<file path="src/rtl/flow_dec_pkg.sv">
package flow_dec_pkg;

    typedef enum logic {
        PH_IDLE = 1'b0,
        PH_WAIT = 1'b1
    } phase_e;

    typedef struct packed {
        logic [31:0] a;
        logic [31:0] b;
    } mix_t;

    localparam logic [31:0] ROUND_STEP = 32'h9E37_79B9;

    function automatic logic [31:0] rotl32(input logic [31:0] x, input int unsigned s);
        return (x << s) | (x >> (32 - s));
    endfunction

endpackage

</file>
<file path="src/rtl/mix_round.sv">
module mix_round
    import flow_dec_pkg::*;
#(
    parameter int IDX_W = 3
) (
    input  mix_t              st_i,
    input  logic [31:0]       key_i,
    input  logic [IDX_W-1:0]  round_i,
    output mix_t              st_o
);

    logic [31:0] round_const;
    logic [31:0] a_new;

    always_comb begin
        round_const = key_i + ROUND_STEP * 32'(round_i);
        a_new       = (st_i.a + rotl32(st_i.b, 5)) ^ round_const;
        st_o.a      = a_new;
        st_o.b      = (st_i.b ^ rotl32(a_new, 13)) + key_i;
    end

endmodule

</file>
<file path="src/rtl/pad_engine.sv">
module pad_engine
    import flow_dec_pkg::*;
#(
    parameter int ROUNDS = 4
) (
    input  logic        clk,
    input  logic        rst_n,
    input  logic        start_i,
    input  logic [31:0] key_i,
    input  logic [31:0] prev_pc_i,
    input  logic [31:0] cur_pc_i,
    output logic        done_o,
    output logic [31:0] pad_o
);

    localparam int CNT_W = $clog2(ROUNDS + 1);
    localparam logic [CNT_W-1:0] LAST = CNT_W'(ROUNDS - 1);

    typedef struct packed {
        logic             busy;
        logic             done;
        logic [CNT_W-1:0] cnt;
        mix_t             st;
    } eng_t;

    eng_t q, d;
    mix_t rnd_out;

    mix_round #(.IDX_W(CNT_W)) u_round (
        .st_i    (q.st),
        .key_i   (key_i),
        .round_i (q.cnt),
        .st_o    (rnd_out)
    );

    always_comb begin
        d = q;
        if (start_i) begin
            d.st.a = prev_pc_i ^ key_i;
            d.st.b = cur_pc_i + key_i;
            d.cnt  = '0;
            d.busy = 1'b1;
            d.done = 1'b0;
        end else if (q.busy) begin
            d.st  = rnd_out;
            d.cnt = q.cnt + 1'b1;
            if (q.cnt == LAST) begin
                d.busy = 1'b0;
                d.done = 1'b1;
            end
        end
    end

    always_ff @(posedge clk or negedge rst_n) begin
        if (!rst_n) q <= '0;
        else        q <= d;
    end

    assign done_o = q.done;
    assign pad_o  = q.st.a ^ q.st.b;

    // a fresh run never reports completion on the next cycle
    a_r3_start_clears_done: assert property (@(posedge clk) disable iff (!rst_n)
        start_i |=> !done_o);

    // completion only follows a running computation
    a_r3_done_after_run: assert property (@(posedge clk) disable iff (!rst_n)
        $rose(done_o) |-> $past(q.busy));

endmodule

</file>
<file path="src/rtl/pc_history.sv">
module pc_history #(
    parameter logic [31:0] ENTRY = 32'h0000_00FC
) (
    input  logic        clk,
    input  logic        rst_n,
    input  logic        upd_i,
    input  logic [31:0] new_pc_i,
    output logic [31:0] prev_o
);

    logic [31:0] prev_q, prev_d;

    always_comb begin
        prev_d = prev_q;
        if (upd_i) prev_d = new_pc_i;
    end

    always_ff @(posedge clk or negedge rst_n) begin
        if (!rst_n) prev_q <= ENTRY;
        else        prev_q <= prev_d;
    end

    assign prev_o = prev_q;

    // without a handoff the predecessor stays put
    a_r6_prev_hold: assert property (@(posedge clk) disable iff (!rst_n)
        !upd_i |=> $stable(prev_o));

    // a handoff records the delivered address
    a_r6_prev_load: assert property (@(posedge clk) disable iff (!rst_n)
        upd_i |=> prev_o == $past(new_pc_i));

endmodule

</file>
<file path="src/rtl/flow_bound_decryptor.sv">
module flow_bound_decryptor
    import flow_dec_pkg::*;
#(
    parameter int          ADDR_W   = 32,
    parameter int          INSN_W   = 32,
    parameter int          ROUNDS   = 4,
    parameter logic [31:0] ENTRY_PC = 32'h0000_00FC
) (
    input  logic              clk,
    input  logic              rst_n,
    input  logic [31:0]       key,
    input  logic              in_valid,
    output logic              in_ready,
    input  logic [ADDR_W-1:0] in_addr,
    input  logic [INSN_W-1:0] in_word,
    output logic              out_valid,
    input  logic              out_ready,
    output logic [INSN_W-1:0] out_insn
);

    localparam int PC_W = 32;

    typedef struct packed {
        phase_e             phase;
        logic [PC_W-1:0]    pc;
        logic [INSN_W-1:0]  word;
    } top_t;

    top_t q, d;

    logic [PC_W-1:0] fetch_pc;
    logic [31:0]     prev_pc;
    logic [31:0]     pad;
    logic            eng_done;
    logic            accept;
    logic            handoff;

    generate
        if (ADDR_W < PC_W) begin : g_ext
            assign fetch_pc = {{(PC_W-ADDR_W){1'b0}}, in_addr};
        end else begin : g_full
            assign fetch_pc = in_addr[PC_W-1:0];
        end
    endgenerate

    assign in_ready  = (q.phase == PH_IDLE);
    assign out_valid = (q.phase == PH_WAIT) && eng_done;
    assign out_insn  = q.word ^ pad[INSN_W-1:0];
    assign accept    = in_valid && in_ready;
    assign handoff   = out_valid && out_ready;

    always_comb begin
        d = q;
        if (accept) begin
            d.phase = PH_WAIT;
            d.pc    = fetch_pc;
            d.word  = in_word;
        end else if (handoff) begin
            d.phase = PH_IDLE;
        end
    end

    always_ff @(posedge clk or negedge rst_n) begin
        if (!rst_n) q <= '0;
        else        q <= d;
    end

    pad_engine #(.ROUNDS(ROUNDS)) u_engine (
        .clk       (clk),
        .rst_n     (rst_n),
        .start_i   (accept),
        .key_i     (key),
        .prev_pc_i (prev_pc),
        .cur_pc_i  (fetch_pc),
        .done_o    (eng_done),
        .pad_o     (pad)
    );

    pc_history #(.ENTRY(ENTRY_PC)) u_hist (
        .clk      (clk),
        .rst_n    (rst_n),
        .upd_i    (handoff),
        .new_pc_i (q.pc),
        .prev_o   (prev_pc)
    );

    // an accepted fetch closes the input on the next cycle
    a_r2_accept_blocks: assert property (@(posedge clk) disable iff (!rst_n)
        accept |=> !in_ready);

    // no output in the cycle right after acceptance
    a_r3_no_early_out: assert property (@(posedge clk) disable iff (!rst_n)
        accept |=> !out_valid);

    // a stalled output holds its value
    a_r5_hold_output: assert property (@(posedge clk) disable iff (!rst_n)
        (out_valid && !out_ready) |=> (out_valid && $stable(out_insn)));

    // while closed, input activity changes neither readiness nor the captured word
    a_r8_busy_ignores: assert property (@(posedge clk) disable iff (!rst_n)
        (!in_ready && !handoff) |=> (!in_ready && $stable(q.word) && $stable(q.pc)));

endmodule

</file>
<file path="config.mk">
export PLATFORM = sky130hd
export DESIGN_NAME = flow_bound_decryptor
export DESIGN_NICKNAME = d
export VERILOG_FILES = /design/src/rtl/flow_dec_pkg.sv /design/src/rtl/mix_round.sv /design/src/rtl/pad_engine.sv /design/src/rtl/pc_history.sv /design/src/rtl/flow_bound_decryptor.sv
export SDC_FILE = /design/constraint.sdc
export NUM_CORES = 1
export LEC_CHECK = 0
export BUFFER_PORTS_ARGS = -buffer_cell sky130_fd_sc_hd__buf_2
export CORE_ASPECT_RATIO = 1.75
export CORE_MARGIN = 3
export CORE_UTILIZATION = 40
export DETAILED_ROUTE_END_ITERATION = 10
export GPL_TIMING_DRIVEN = 1
export PLACE_DENSITY = 0.7
export SKIP_LAST_GASP = 1
export SLEW_MARGIN = 20
export SYNTH_ARGS = -nofsm -noshare
export SYNTH_HDL_FRONTEND = slang
export SYNTH_SLANG_ARGS = --single-unit
export TNS_END_PERCENT = 10
</file>
<file path="constraint.sdc">
create_clock -name clk -period 6.45 [get_ports clk]
set_clock_uncertainty 0.2 [all_clocks]
set_input_delay 1.29 -clock clk [delete_from_list [all_inputs] [get_ports clk]]
set_output_delay 1.29 -clock clk [all_outputs]
set_load 0.02 [all_outputs]
</file>
==> metrics.md <==
| Metric | Value |
|---|---|
| Status | `completed` |
| Worst Setup End Kind | `flip-flop` |
| Antenna violations before repair | `0` |
| Final min period | `6.36 ns` |
| H-tree level count | `4` |
| I/O Pins | `134` |
| Mapped Cells | `~1700` |
| Worst path slowest cell | `fa_2` |
| Most common cell in the netlist | `nand2_1` |
| CTS tree | `done` |
| Tcrit/Tclk final | `98.5%` |
| Maxcap violations | `0` |
| Slew Viols, Final | `0` |
| Yosys warns | `0` |
| Post-synthesis async set-or-reset flop share | `100%` |
| DIE WIDTH | `150 um` |
| Initial Util | `40.9%` |
| Vias in the first global route | `14100` |
| Top cells by count, synth | `nand2_1 (275), xnor2_1 (229), dfrtp_1 (160), ha_1 (148), a21oi_1 (125)` |
| Synth area leader | `dfrtp_1` |
| Worst-case clock buffer depth | `2` |
| Seq cells post-synth | `approximately 170` |
| Ant. Diodes | `0` |
| Ranking of synthesized cells by area | `dfrtp_1 (27%), xnor2_1 (14%), ha_1 (13%), nand2_1 (7.1%), a21oi_1 (4.3%)` |
| DRT Pass-1 Iters | `7` |
| Worst path arrival time | `between 6 and 7 ns` |
| Clock-pin slew on the worst setup and hold paths | `0.08 ns` |
| Worst Hold Class | `flip-flop to flip-flop` |
| Mapped Area | `14600 um2` |
| CTS root buffer | `clkbuf_16` |
| Buf/Inv on CP | `4` |
| Drt via density | `roughly 5.6` |
| RePlAce Congestion | `1.03` |
| Slew Limit Headroom | `between 40 and 50%` |
| Final hold violations | `0` |
| First-pass GRT wire length | `approximately 85000 um` |
| Detailed Place HPWL | `between 40000 and 50000 um` |
| DR vias | `14000` |
| Final Instance Area | `18600 um2` |
| Max Fclk | `157 MHz` |
| Largest net degree at the start of global routing | `70` |
| Fin util | `a little over half` |
| CP Launch Type | `flip-flop` |
| Clock Latency Late Sink | `0.46 ns` |
| Final net count | `roughly 2300` |
| RSZ-0062 raised after global routing | `true` |
| TNS Setup | `0 ns` |
| Main synth FF type | `dfrtp_1` |
| Delay-heaviest family, CP | `compound AO/OA/AOI/OAI gates` |
| Port Buf Inserts | `133` |
| Overflow after GRT | `0` |
| Die H | `259 um` |
| CTS Buf Count | `17` |
| CP dominant cell by count | `a21o_1` |
| Cell count after placement | `2436` |
| Max incr delay on CP | `0.68 ns` |
| Worst path required time | `6.64 ns` |
| Row cnt | `between 90 and 100` |
| Hold-fix buffers, CTS | `0` |
| Die area | `38900 um2` |
| Worst Tran Pin Value | `between 0.8 and 0.9 ns` |
| Layout cells sized above 1 | `26.0%` |
| Sinks on Clock Net | `between 150 and 200` |
| Critical path class | `flip-flop to flip-flop` |
| Non-Filler Instances | `2486` |
| Synthesized Nets | `1943` |
| WL/cell | `23.3 um` |
| EDFF count, synth | `0` |
| Area of the core | `35600 um2` |
| DR DRC count | `0` |
| Tot GR Track Use | `29.6%` |
| Post-synthesis sequential area ratio | `28.5%` |
| CP max FO | `4` |
| Distinct cells, synth | `66` |
| Endpoints failing setup | `0` |
| Synth top area share | `27.4%` |
| Area growth syn-to-layout | `27.6%` |
| Placed Area | `17300 um2` |
| Avg Inst Size Synth | `approximately 8.7 um2` |
| DRT antenna net count | `0` |
| Final Routed Wirelength | `between 50000 and 60000 um` |
| DR iter-0 viols | `814` |
## state kept, by name (all words and copies together) (netlist names)
register         count
u_engine.q          68
q                   65
u_hist.prev_o       32
u_engine.done_o      1
## worst register-to-register path, delay by kind of cell, from the launching register on
| family | cells | cell delay (ns) |
|---|---|---|
| flops | 1 | 0.42 |
| buf+inv | 4 | 0.44 |
| compound gates | 14 | 2.43 |
| xor+xnor | 3 | 0.52 |
| fa+ha+maj | 4 | 1.67 |
| mux | 1 | 0.36 |
| simple gates | 2 | 0.24 |
## per-stage QoR
step,hold slack [ns],worst slack (ns)
after CTS,0.277,-0.0236
after floorplan,0.242,0.0263
after detailed placement,0.259,-0.817
final,0.271,0.0945
after global routing,0.292,-0.164
after global placement,0.253,-0.866
## layout by cell type (no fill, tap or decap), types with 10 or more instances in the layout
| cell type | Yosys | layout |
|---|---|---|
| a211oi_1 | 18 | 14 |
| a21o_1 | 56 | 55 |
| clkbuf_16 | 0 | 17 |
| nor2b_1 | 14 | 12 |
| buf_2 | 0 | 132 |
| ha_4 | 0 | 11 |
| o21ai_1 | 12 | 14 |
| o21bai_1 | 15 | 13 |
| nand3_1 | 29 | 25 |
| a21oi_2 | 1 | 12 |
| xor2_1 | 49 | 48 |
| nor3_1 | 13 | 12 |
| inv_1 | 71 | 69 |
| mux2_2 | 33 | 33 |
| fa_1 | 18 | 15 |
| buf_4 | 0 | 214 |
| mux2i_1 | 23 | 23 |
| o211ai_1 | 25 | 25 |
| dfrtp_1 | 160 | 159 |
| ha_1 | 148 | 136 |
| o21ai_0 | 76 | 71 |
| nand2b_1 | 13 | 13 |
| a21oi_1 | 125 | 111 |
| nand2_1 | 275 | 272 |
| nor2_1 | 75 | 73 |
| xnor2_1 | 229 | 217 |
| xnor2_2 | 0 | 10 |
| a31oi_1 | 23 | 19 |
| o21a_1 | 13 | 13 |
## area by class of cell
type	instances	area [um2]
fill	3401	17000
multi-input combinational	1394	10600
sequential	166	4160
timing repair buffer	358	2440
tap	465	582
clock buffer	18	439
inverter	71	267
clock inverter	14	164
## logic make-up (layout without fill, tap and decap cells)
logic type,Yosys count,count (layout),share of synthesized area [%]
simple gates,471,471,14.1
flops,166,166,28.5
buf+inv,117,461,3.01
compound gates,423,423,18.4
fa+ha+maj,166,166,15.2
xor+xnor,278,278,16.7
mux,56,56,4.12
## timing repair
action	4_1_cts	5_1_grt
setup endpoints to repair	23	22
buffers inserted	13	7
pin swaps	38	56
resized for setup	51	58
## layer usage
| layer | vias up | global-route usage, % | part of all wire [%] |
|---|---|---|---|
| met1 | 6767 | 32.9 | 37 |
| li1 | 6528 | - | - |
| met3 | 181 | 3.01 | 3.9 |
| met2 | 486 | 52.2 | 51 |
| met4 | 0 | 20.7 | 8.7 |
| met5 | - | 0 | 0 |
## path summary, 6_finish.rpt
check	slack [ns]	depth (start not counted)	endpoint	start
setup / recovery	0.09	28	u_engine.q[31]$_DFFE_PN0P_	u_engine.q[65]$_DFFE_PN0P_
max in group asynchronous	4.18	2	q[14]$_DFFE_PN0P_	rst_n
hold / removal	0.27	2	q[48]$_DFFE_PN0P_	q[48]$_DFFE_PN0P_
setup reg to reg	0.09	28	u_engine.q[31]$_DFFE_PN0P_	u_engine.q[65]$_DFFE_PN0P_
hold reg to reg	0.27	2	q[48]$_DFFE_PN0P_	q[48]$_DFFE_PN0P_
min in group asynchronous	0.58	1	q[39]$_DFFE_PN0P_	rst_n
Power is left out: the tool's default activity adds up to more than one toggle a clock period on the data nets, which glitch-free logic cannot reach.
